### src/rtl/bf16x_pkg.sv
package bf16x_pkg;
   localparam int INSN_W     = 32;
   localparam int IMM_W      = 16;
   localparam int MAJ_LSB    = 26;
   localparam int MAJ_W      = 6;
   localparam int DST_LSB    = 21;
   localparam int DST_W      = 5;
   localparam int IMM_LO_LSB = 6;
   localparam int IMM_LO_W   = 15;
   localparam int XO_LSB     = 1;
   localparam int XO_W       = 5;
   localparam int IMM_HI_BIT = 0;

   typedef struct packed {
      logic [MAJ_W-1:0] major;
      logic [DST_W-1:0] dest;
      logic [IMM_W-1:0] imm;
      logic [XO_W-1:0]  xop;
   } insn_fields_t;
endpackage

### src/rtl/bf16x_field_split.sv
module bf16x_field_split
   import bf16x_pkg::*;
#(
   parameter logic [MAJ_W-1:0] MAJOR_OP = 6'd19,
   parameter logic [XO_W-1:0]  EXT_OP   = 5'd3
) (
   input  logic [INSN_W-1:0] insn_i,
   input  logic              valid_i,
   output insn_fields_t      fields_o,
   output logic              hit_o
);
   always_comb begin
      fields_o.major = insn_i[MAJ_LSB +: MAJ_W];
      fields_o.dest  = insn_i[DST_LSB +: DST_W];
      fields_o.xop   = insn_i[XO_LSB +: XO_W];
      fields_o.imm   = {insn_i[IMM_HI_BIT], insn_i[IMM_LO_LSB +: IMM_LO_W]};
   end

   assign hit_o = valid_i && (fields_o.major == MAJOR_OP) && (fields_o.xop == EXT_OP);
endmodule

### src/rtl/bf16x_lzc.sv
module bf16x_lzc #(
   parameter int W        = 23,
   parameter bit USE_TREE = 1'b1,
   localparam int CW      = $clog2(W + 1),
   localparam int P       = 1 << CW
) (
   input  logic [W-1:0]  data_i,
   output logic [CW-1:0] count_o
);
   generate
      if (USE_TREE) begin : g_tree
         logic [P-1:0] padded;
         assign padded = {data_i, {(P-W){1'b1}}};
         always_comb begin
            logic [P-1:0] x;
            x       = padded;
            count_o = '0;
            for (int s = CW - 1; s >= 0; s--) begin
               if ((x >> (P - (1 << s))) == '0) begin
                  count_o[s] = 1'b1;
                  x          = x << (1 << s);
               end
            end
         end
      end else begin : g_scan
         always_comb begin
            count_o = CW'(W);
            for (int i = 0; i < W; i++) begin
               if (data_i[i]) count_o = CW'(W - 1 - i);
            end
         end
      end
   endgenerate
endmodule

### src/rtl/bf16x_sp2dp.sv
module bf16x_sp2dp #(
   parameter int SP_EXP_W  = 8,
   parameter int SP_FRAC_W = 23,
   parameter int DP_EXP_W  = 11,
   parameter int DP_FRAC_W = 52,
   parameter bit LZC_TREE  = 1'b1,
   localparam int SP_W     = 1 + SP_EXP_W + SP_FRAC_W,
   localparam int DP_W     = 1 + DP_EXP_W + DP_FRAC_W
) (
   input  logic [SP_W-1:0] sp_i,
   output logic [DP_W-1:0] dp_o
);
   localparam int SP_BIAS = (1 << (SP_EXP_W - 1)) - 1;
   localparam int DP_BIAS = (1 << (DP_EXP_W - 1)) - 1;
   localparam int BIAS_D  = DP_BIAS - SP_BIAS;
   localparam int LZ_W    = $clog2(SP_FRAC_W + 1);
   localparam int PAD_W   = DP_FRAC_W - SP_FRAC_W;

   logic                 sgn;
   logic [SP_EXP_W-1:0]  sexp;
   logic [SP_FRAC_W-1:0] sfrac;
   logic [LZ_W-1:0]      lz;
   logic [LZ_W:0]        shamt;
   logic [SP_FRAC_W-1:0] nfrac;
   logic [DP_EXP_W-1:0]  dexp;
   logic [SP_FRAC_W-1:0] dfrac_hi;

   assign {sgn, sexp, sfrac} = sp_i;

   bf16x_lzc #(.W(SP_FRAC_W), .USE_TREE(LZC_TREE)) lzc_i (
      .data_i  (sfrac),
      .count_o (lz)
   );

   assign shamt = {1'b0, lz} + (LZ_W+1)'(1);
   assign nfrac = sfrac << shamt;

   always_comb begin
      if (sexp == '1) begin
         dexp     = '1;
         dfrac_hi = sfrac;
      end else if (sexp == '0) begin
         if (sfrac == '0) begin
            dexp     = '0;
            dfrac_hi = '0;
         end else begin
            dexp     = DP_EXP_W'(BIAS_D) - DP_EXP_W'(lz);
            dfrac_hi = nfrac;
         end
      end else begin
         dexp     = DP_EXP_W'(sexp) + DP_EXP_W'(BIAS_D);
         dfrac_hi = sfrac;
      end
   end

   assign dp_o = {sgn, dexp, dfrac_hi, {PAD_W{1'b0}}};
endmodule

### src/rtl/bf16x_imm_expand.sv
module bf16x_imm_expand
   import bf16x_pkg::*;
#(
   parameter logic [5:0] MAJOR_OP  = 6'd19,
   parameter logic [4:0] EXT_OP    = 5'd3,
   parameter int         SP_EXP_W  = 8,
   parameter int         SP_FRAC_W = 23,
   parameter int         DP_EXP_W  = 11,
   parameter int         DP_FRAC_W = 52,
   parameter bit         LZC_TREE  = 1'b1
) (
   input  logic [31:0]                      insn_i,
   input  logic                             valid_i,
   output logic [4:0]                       dest_o,
   output logic [DP_EXP_W+DP_FRAC_W:0]      result_o,
   output logic                             wr_en_o
);
   localparam int SP_W = 1 + SP_EXP_W + SP_FRAC_W;

   if (SP_W < IMM_W) begin : g_bad_sp
      $error("single format narrower than immediate");
   end
   if (DP_EXP_W <= SP_EXP_W || DP_FRAC_W <= SP_FRAC_W) begin : g_bad_dp
      $error("double format must be wider than single format");
   end

   insn_fields_t    fld;
   logic            hit;
   logic [SP_W-1:0] sp_val;

   bf16x_field_split #(.MAJOR_OP(MAJOR_OP), .EXT_OP(EXT_OP)) split_i (
      .insn_i   (insn_i),
      .valid_i  (valid_i),
      .fields_o (fld),
      .hit_o    (hit)
   );

   if (SP_W > IMM_W) begin : g_pad
      assign sp_val = {fld.imm, {(SP_W-IMM_W){1'b0}}};
   end else begin : g_nopad
      assign sp_val = fld.imm;
   end

   bf16x_sp2dp #(
      .SP_EXP_W (SP_EXP_W), .SP_FRAC_W (SP_FRAC_W),
      .DP_EXP_W (DP_EXP_W), .DP_FRAC_W (DP_FRAC_W),
      .LZC_TREE (LZC_TREE)
   ) widen_i (
      .sp_i (sp_val),
      .dp_o (result_o)
   );

   assign dest_o  = fld.dest;
   assign wr_en_o = hit;
endmodule

### config.mk
export PLATFORM = sky130hd
export DESIGN_NAME = bf16x_imm_expand
export DESIGN_NICKNAME = d
export VERILOG_FILES = /design/src/rtl/bf16x_pkg.sv /design/src/rtl/bf16x_field_split.sv /design/src/rtl/bf16x_lzc.sv /design/src/rtl/bf16x_sp2dp.sv /design/src/rtl/bf16x_imm_expand.sv
export SDC_FILE = /design/constraint.sdc
export NUM_CORES = 1
export LEC_CHECK = 0
export BUFFER_PORTS_ARGS = -buffer_cell sky130_fd_sc_hd__buf_2
export CORE_MARGIN = 2
export CORE_UTILIZATION = 30
export DETAILED_ROUTE_END_ITERATION = 8
export PLACE_DENSITY = 0.73
export SLEW_MARGIN = 20
export SYNTH_ARGS = -nofsm -noshare
export SYNTH_HDL_FRONTEND = slang
export SYNTH_SLANG_ARGS = --single-unit
export TNS_END_PERCENT = 50
### constraint.sdc
create_clock -name vclk -period 2.7
set_input_delay 0.405 -clock vclk [all_inputs]
set_output_delay 0.405 -clock vclk [all_outputs]
set_load 0.1 [all_outputs]
Word-level counts from Yosys, hierarchy flattened --
Cells that the tools add are included.
Storage, ports and cells: output and inout bits 70, register bits after elaboration 0, word-level logic and storage cells 31, input port bits 33
Operators by class: multiplexer cells 15, add/subtract/negate cells 3, shift-type cells 1, equal/unequal tests 3, reductions and logical operators 9
Operator list (count):
- $logic_not 32->1 | 5
- $mux 32 | 4
- $mux 23 | 3
- $mux 11 | 3
- $logic_not 23->1 | 1
- $shl 23x6->23 | 1
- $add 8x10->11 const B | 1
- $sub 10x5->11 const A | 1
- $eq 8x8->1 const B | 1
- $logic_not 8->1 | 1
- $add 5x1->6 const B | 1
- $eq 6x5->1 const B | 1
- $eq 5x2->1 const B | 1
- $mux 1 | 5
- $logic_and 1x1->1 | 2

Longest topological paths before layout --
Gate-level depths: netlist of the first run.
depth after elaboration 15, gate-level depth with buffers 11, mapped depth without buffers 10

By module --
A second synthesis of the first run with hierarchy kept.
Second synthesis, totals: cell total of the unflattened synthesis 337, area total of the unflattened synthesis 2746.4 sq um
Modules (own cells, without submodules):
- bf16x_sp2dp | cells each 254, area an instance 2119.5 sq um, instances 1, seq. area each 0.0 sq um
- bf16x_lzc | cells each 46, area an instance 347.8 sq um, instances 1, seq. area each 0.0 sq um
- bf16x_field_split | cells each 36, area an instance 275.3 sq um, instances 1, seq. area each 0.0 sq um
- bf16x_imm_expand | cells each 1, area an instance 3.8 sq um, instances 1, seq. area each 0.0 sq um

Worst setup path before layout of the first run --
OpenSTA, ideal clock, no wires.
kind input to output, from input insn_i[9], to output result_o[47], arrival time 4.104 ns, data required time 2.295 ns, stages on the path 9, path buffers 2, slack -1.809 ns, cells stage by stage buf_2 > nor2_1 > a21boi_0 > or3_1 > ha_1 > clkbuf_1 > a221oi_1 > nor2_1 > o21ai_0
On the way: longest elaborated chain between the ends 15, elaborated cells on any way between the ends 20, classes of those cells 1 x add/sub; 1 x shift; 12 x mux; 6 x reduce/logical
Ends and longest elaborated chain:
- start, declared | RTL line bf16x_imm_expand.sv:12 | input logic [31:0] insn_i,
- $logic_not 32->1 | RTL line bf16x_lzc.sv:19 | if ((x >> (P - (1 << s))) == '0) begin
- $mux 32 | RTL line bf16x_lzc.sv:19
- $logic_not 32->1 | RTL line bf16x_lzc.sv:19
- $mux 32 | RTL line bf16x_lzc.sv:19
- $logic_not 32->1 | RTL line bf16x_lzc.sv:19
- $mux 32 | RTL line bf16x_lzc.sv:19
- $logic_not 32->1 | RTL line bf16x_lzc.sv:19
- $mux 32 | RTL line bf16x_lzc.sv:19
- $logic_not 32->1 | RTL line bf16x_lzc.sv:19
- $mux 1 | RTL line bf16x_lzc.sv:19
- $add 5x1->6 | RTL line bf16x_sp2dp.sv:35 | assign shamt = {1'b0, lz} + (LZ_W+1)'(1);
- $shl 23x6->23 | RTL line bf16x_sp2dp.sv:36 | assign nfrac = sfrac << shamt;
- $mux 23 (*) | RTL line bf16x_sp2dp.sv:43 | if (sfrac == '0) begin
- $mux 23 (*) | RTL line bf16x_sp2dp.sv:42 | end else if (sexp == '0) begin
- $mux 23 (*) | RTL line bf16x_sp2dp.sv:39 | if (sexp == '1) begin
- end, declared | RTL line bf16x_imm_expand.sv:15 | output logic [DP_EXP_W+DP_FRAC_W:0] result_o,
Every way passes the cells marked *; elsewhere a longest branch is shown, timed or not.

Worst setup path in the final report of the first run --
from input insn_i[10], to output result_o[51]
Same word-level chain as after synthesis.

==> results of run 1 <==
-- how the worst max path moves through the flow --
stage / startpoint / slack (ns) / to / cells after the start
floorplan: insn_i[9] / -0.36 / result_o[47] / 9
global placement: insn_i[10] / -0.16 / result_o[51] / 11
detailed placement: insn_i[10] / -0.22 / result_o[51] / 11
CTS: insn_i[10] / -0.12 / result_o[51] / 11
global route: insn_i[9] / -0.17 / result_o[51] / 11
finish: insn_i[10] / -0.12 / result_o[51] / 11
-- power by group --
group          total (mW)  internal (mW)  switching (mW)  leakage (nW)
clock                   0              0               0             0
sequential              0              0               0             0
combinational       0.629          0.140           0.488         0.824
total               0.629          0.140           0.488         0.824
-- metrics by stage --
| step | std cells | setup TNS (ns) | area [µm²] | hold WS, ns |
|---|---|---|---|---|
| final | 260 | -0.1759 | 1712 | 0.8100 |
| after global routing | 260 | -0.4706 | 1712 | 0.8102 |
| after CTS | 255 | -0.1249 | 1589 | 0.8107 |
| after detailed placement | 255 | -0.4872 | 1545 | 0.8107 |
| after global placement | 255 | -0.3002 | 1545 | 0.8107 |
| after floorplan | 198 | -1.311 | 1339 | 0.9248 |
-- kinds of logic after synthesis --
family                     after synthesis
other                                    1
adders and majority gates                2
AOI/OAI and AO/OA                       45
and+or+nand+nor                         38
buffers and inverters                   68
-- worst max-delay path: stages --
cell	delay, ns
buf_12	0.09
nor2_4	0.03
a21boi_1	0.12
or3_4	0.35
ha_4	0.27
inv_4	0.06
a21oi_2	0.03
or4_4	0.52
a32oi_4	0.27
nand3_4	0.10
buf_12	0.18
-- per-layer routing --
metal | track usage | vias up | wire length, µm
met1 | 0.1649 | 559 | 1151
met4 | 0.03611 | 0 | 26
li1 | - | 575 | -
met5 | 0 | - | 0
met3 | 0.02703 | 4 | 334
met2 | 0.2513 | 91 | 1499
-- cell type report --
type	count	area [µm²]
fill	332	1625
multi-input combinational	130	920.9
timing repair buffer	75	689.4
tap	46	57.56
inverter	9	43.79
-- synthesized netlist by cell type, types with 2 or more instances --
cell | number | area, µm²
a21o_1 | 6 | 45.04
a21oi_1 | 6 | 30.03
inv_1 | 9 | 33.78
o211ai_1 | 4 | 30.03
ha_1 | 2 | 25.02
o21ai_0 | 7 | 35.03
nand2b_1 | 2 | 12.51
buf_4 | 54 | 405.4
clkbuf_1 | 3 | 11.26
o2111ai_1 | 2 | 17.52
nand4_1 | 3 | 18.77
nor3_1 | 3 | 15.01
nand2_1 | 7 | 26.28
nor4_1 | 3 | 18.77
a22o_1 | 3 | 26.28
nor2_1 | 7 | 26.28
nor2b_1 | 4 | 25.02
a32oi_1 | 2 | 17.52
o22ai_1 | 2 | 12.51
-- what timing repair did --
item | in CTS | in global routing
endpoints found under the setup margin | 5 | 7
resized for setup | 15 | 17
hold buffers | 0 | 0
setup buffers | 0 | 5
pin swaps | 4 | 9
==> impl_metrics.tcl, run 1 <==
set metrics [dict create \
    status "finished, violations left" \
    violations "negative setup slack" \
    setup_viol 3 \
    hp-class "primary input to primary output" \
    post-route-util 0.5129 \
    port_buffers 46 \
    first_pass_iters 4 \
    p_total_mw 0.6286 \
    grt_pass1_wl_mm 4.795 \
    cp_data_required_time_ns 2.30 \
    layout.nets 251 \
    grt-ovfl-total 0 \
    coreArea_um2 3337 \
    wl_mm 3.011 \
    cp.arrival_ns 2.41 \
    place_ws_ns -0.2243 \
    ys_warn_count 0 \
    slew_headroom 0.6147 \
    gr-usage-all-layers 0.1387 \
    syn_area_um2 1044 \
    drc_errors 0 \
    mostFrequentLayoutCell "conb_1" \
    worstHoldPathCells 0 \
    num_rows 21 \
    die_w_um 62.98 \
    synthSimpleGateAreaFrac 0.2158 \
    synth-compound-area-share 0.3094 \
    hold_end "dest_o[2]" \
    irDropWorstVdd_uv 160.1 \
    io_pins 103 \
    finalHoldViolations 0 \
    drv_slew 0 \
    clkbuf_count 0 \
    yosysUniqueCellTypes 44 \
    synthCells 154 \
    period_share 1.043 \
    seq_cell_count 0 \
    die-area_um2 3966 \
    drt_iter0_markers 30 \
    p_per_area_nw_per_um2 367.3 \
    syn_avg_cell_area_um2 6.776 \
    synth_top_family_by_area "buffers and inverters" \
    synth_fa_ha_area_frac 0.02398 \
    timing.final.ws_setup_ns -0.1151 \
    synth_mux_area_frac 0 \
    rsz0062_at_grt "yes" \
    drive_gt1_frac 0.5000 \
    cp-start-kind "primary input" \
    die_h_um 62.98 \
    detail_route.wl_per_cell_um 11.58 \
    ant_nets 0 \
    period_needed_ns 2.815 \
    synth_xor_xnor_area_share 0 \
    diodes 0 \
    grt_pass1_vias 1098 \
    critPathKind "primary input to primary output" \
    viasPerCell 4.727 \
    gp_congestion 0.9208 \
    layout_common_cells "conb_1 (45), buf_4 (28), buf_2 (27)" \
    synth-seq-area-share 0 \
    floorplan.initialDensity 0.3127 \
    min-delay-start "insn_i[23]" \
    leakage_nw 0.8240 \
    cap_violations 0 \
    worst_pin_slew_ns 0.5779 \
    ff_latch_area_um2 0 \
    cp-end-kind "primary output" \
    grt_max_degree 13 \
    fmax_ghz 0.3552 \
    area.growth.synth_to_final_pct 64.03 \
    routed-via-count 1229 \
    hpwl_mm 2.496 \
    cp_max_fo 5 \
    antenna_found_initial 0 \
]
Power figures use the tool's default switching activity.
==> run 2: changes to the inputs <==
- CORE_UTILIZATION: 30 -> 35
- PLACE_DENSITY: 0.73 -> 0.83
==> impl_metrics.tcl, run 2 (synthesis results as in run 1) <==
set metrics [dict create \
    status "finished, violations left" \
    violations "design-rule violations, negative setup slack" \
    hpwl_mm 2.447 \
    gp_congestion 0.9210 \
    first_pass_iters 6 \
    grt_pass1_vias 1081 \
    detail_route.wl_per_cell_um 13.24 \
    routed-via-count 1181 \
    p_per_area_nw_per_um2 378.0 \
    grt_pass1_wl_mm 4.871 \
    coreArea_um2 2805 \
    die_w_um 58.60 \
    fmax_ghz 0.3578 \
    die-area_um2 3434 \
    drv_slew 0 \
    ff_latch_area_um2 0 \
    hp-class "primary input to primary output" \
    placedCellCount 243 \
    gr-usage-all-layers 0.1719 \
    drive_gt1_frac 0.5046 \
    seq_cell_count 0 \
    period_share 1.035 \
    drt_iter0_markers 67 \
    io_pins 103 \
    num_rows 19 \
    instances_no_fill 249 \
    period_needed_ns 2.795 \
    post_dp_cell_area_um2 1549 \
    cp_data_required_time_ns 2.30 \
    area.growth.synth_to_final_pct 65.35 \
    slew_headroom 0.6173 \
    cp-end-kind "primary output" \
    grt_max_degree 13 \
    irDropWorstVdd_uv 216.6 \
    mostFrequentLayoutCell "conb_1" \
    leakage_nw 0.8595 \
    antenna_found_initial 0 \
    grt-ovfl-total 0 \
    port_buffers 46 \
    setup_viol 2 \
    rsz0062_at_grt "yes" \
    cp.arrival_ns 2.39 \
    cp_max_fo 4 \
    viasPerCell 4.743 \
    finalHoldViolations 0 \
    ant_nets 0 \
    cts_hold_buf 0 \
    cp-start-kind "primary input" \
    layout_common_cells "conb_1 (45), buf_4 (31), buf_2 (28)" \
    post-route-util 0.6151 \
    critPathKind "primary input to primary output" \
    worst_pin_slew_ns 0.5698 \
    floorplan.initialDensity 0.3720 \
    drc_errors 7 \
    layout.nets 255 \
    fin_area_um2 1725 \
    cap_violations 0 \
    die_h_um 58.60 \
    wl_mm 3.296 \
    clkbuf_count 0 \
    diodes 0 \
    timing.final.ws_setup_ns -0.09486 \
]
[run 2: worst paths after layout]
| check | from | to | slack (ns) | cells after the start |
|---|---|---|---|---|
| worst min-delay path | insn_i[23] | dest_o[2] | 0.81 | 0 |
| worst max-delay path | insn_i[7] | result_o[51] | -0.09 | 11 |
[run 2: cell type report]
type,instances,area [µm²]
Multi-Input combinational cell,130,909.6
Fill cell,252,1080
Inverter,9,38.79
Timing Repair Buffer,79,738.2
Tap cell,31,38.79
[run 2: critical path: stages]
cell and delay [ns]:
buf_2 0.11, inv_1 0.07, a21boi_1 0.06, or3_4 0.35
ha_4 0.25, inv_4 0.06, a21oi_2 0.03, or4_4 0.51
a32oi_2 0.26, nand3_4 0.10, buf_12 0.18
[run 2: repair_timing]
action	CTS	global route
gates resized for setup	18	15
setup buffers	4	2
pin swaps	8	8
endpoints found under the setup margin	7	7
[run 2: metal layers]
layer  vias up  global-route usage  wire (µm)
met3         2            0.008791        246
met1       532              0.2196       1291
li1        582                   -          -
met5         -                   0          0
met4         0            0.006494         23
met2        65              0.3323       1735
[run 2: through the flow]
| stage | power, mW | hold slack [ns] | TNS, ns | worst slack (ns) |
|---|---|---|---|---|
| floorplan | 0.5749 | 0.9248 | -1.311 | -0.3623 |
| finish | 0.6522 | 0.8100 | -0.1080 | -0.09486 |
| global route | 0.6745 | 0.8102 | -0.6061 | -0.1588 |
| global placement | 0.6016 | 0.8107 | -0.4061 | -0.1608 |
| CTS | 0.6333 | 0.8107 | -0.1235 | -0.09903 |
| detailed placement | 0.6055 | 0.8107 | -0.5606 | -0.2031 |
[run 2: where the power goes]
| part | total [mW] | switching, mW | leakage, nW | internal, mW |
|---|---|---|---|---|
| Sequential | 0 | 0 | 0 | 0 |
| Clock | 0 | 0 | 0 | 0 |
| Combinational | 0.652 | 0.495 | 0.859 | 0.157 |
| Total | 0.652 | 0.495 | 0.859 | 0.157 |
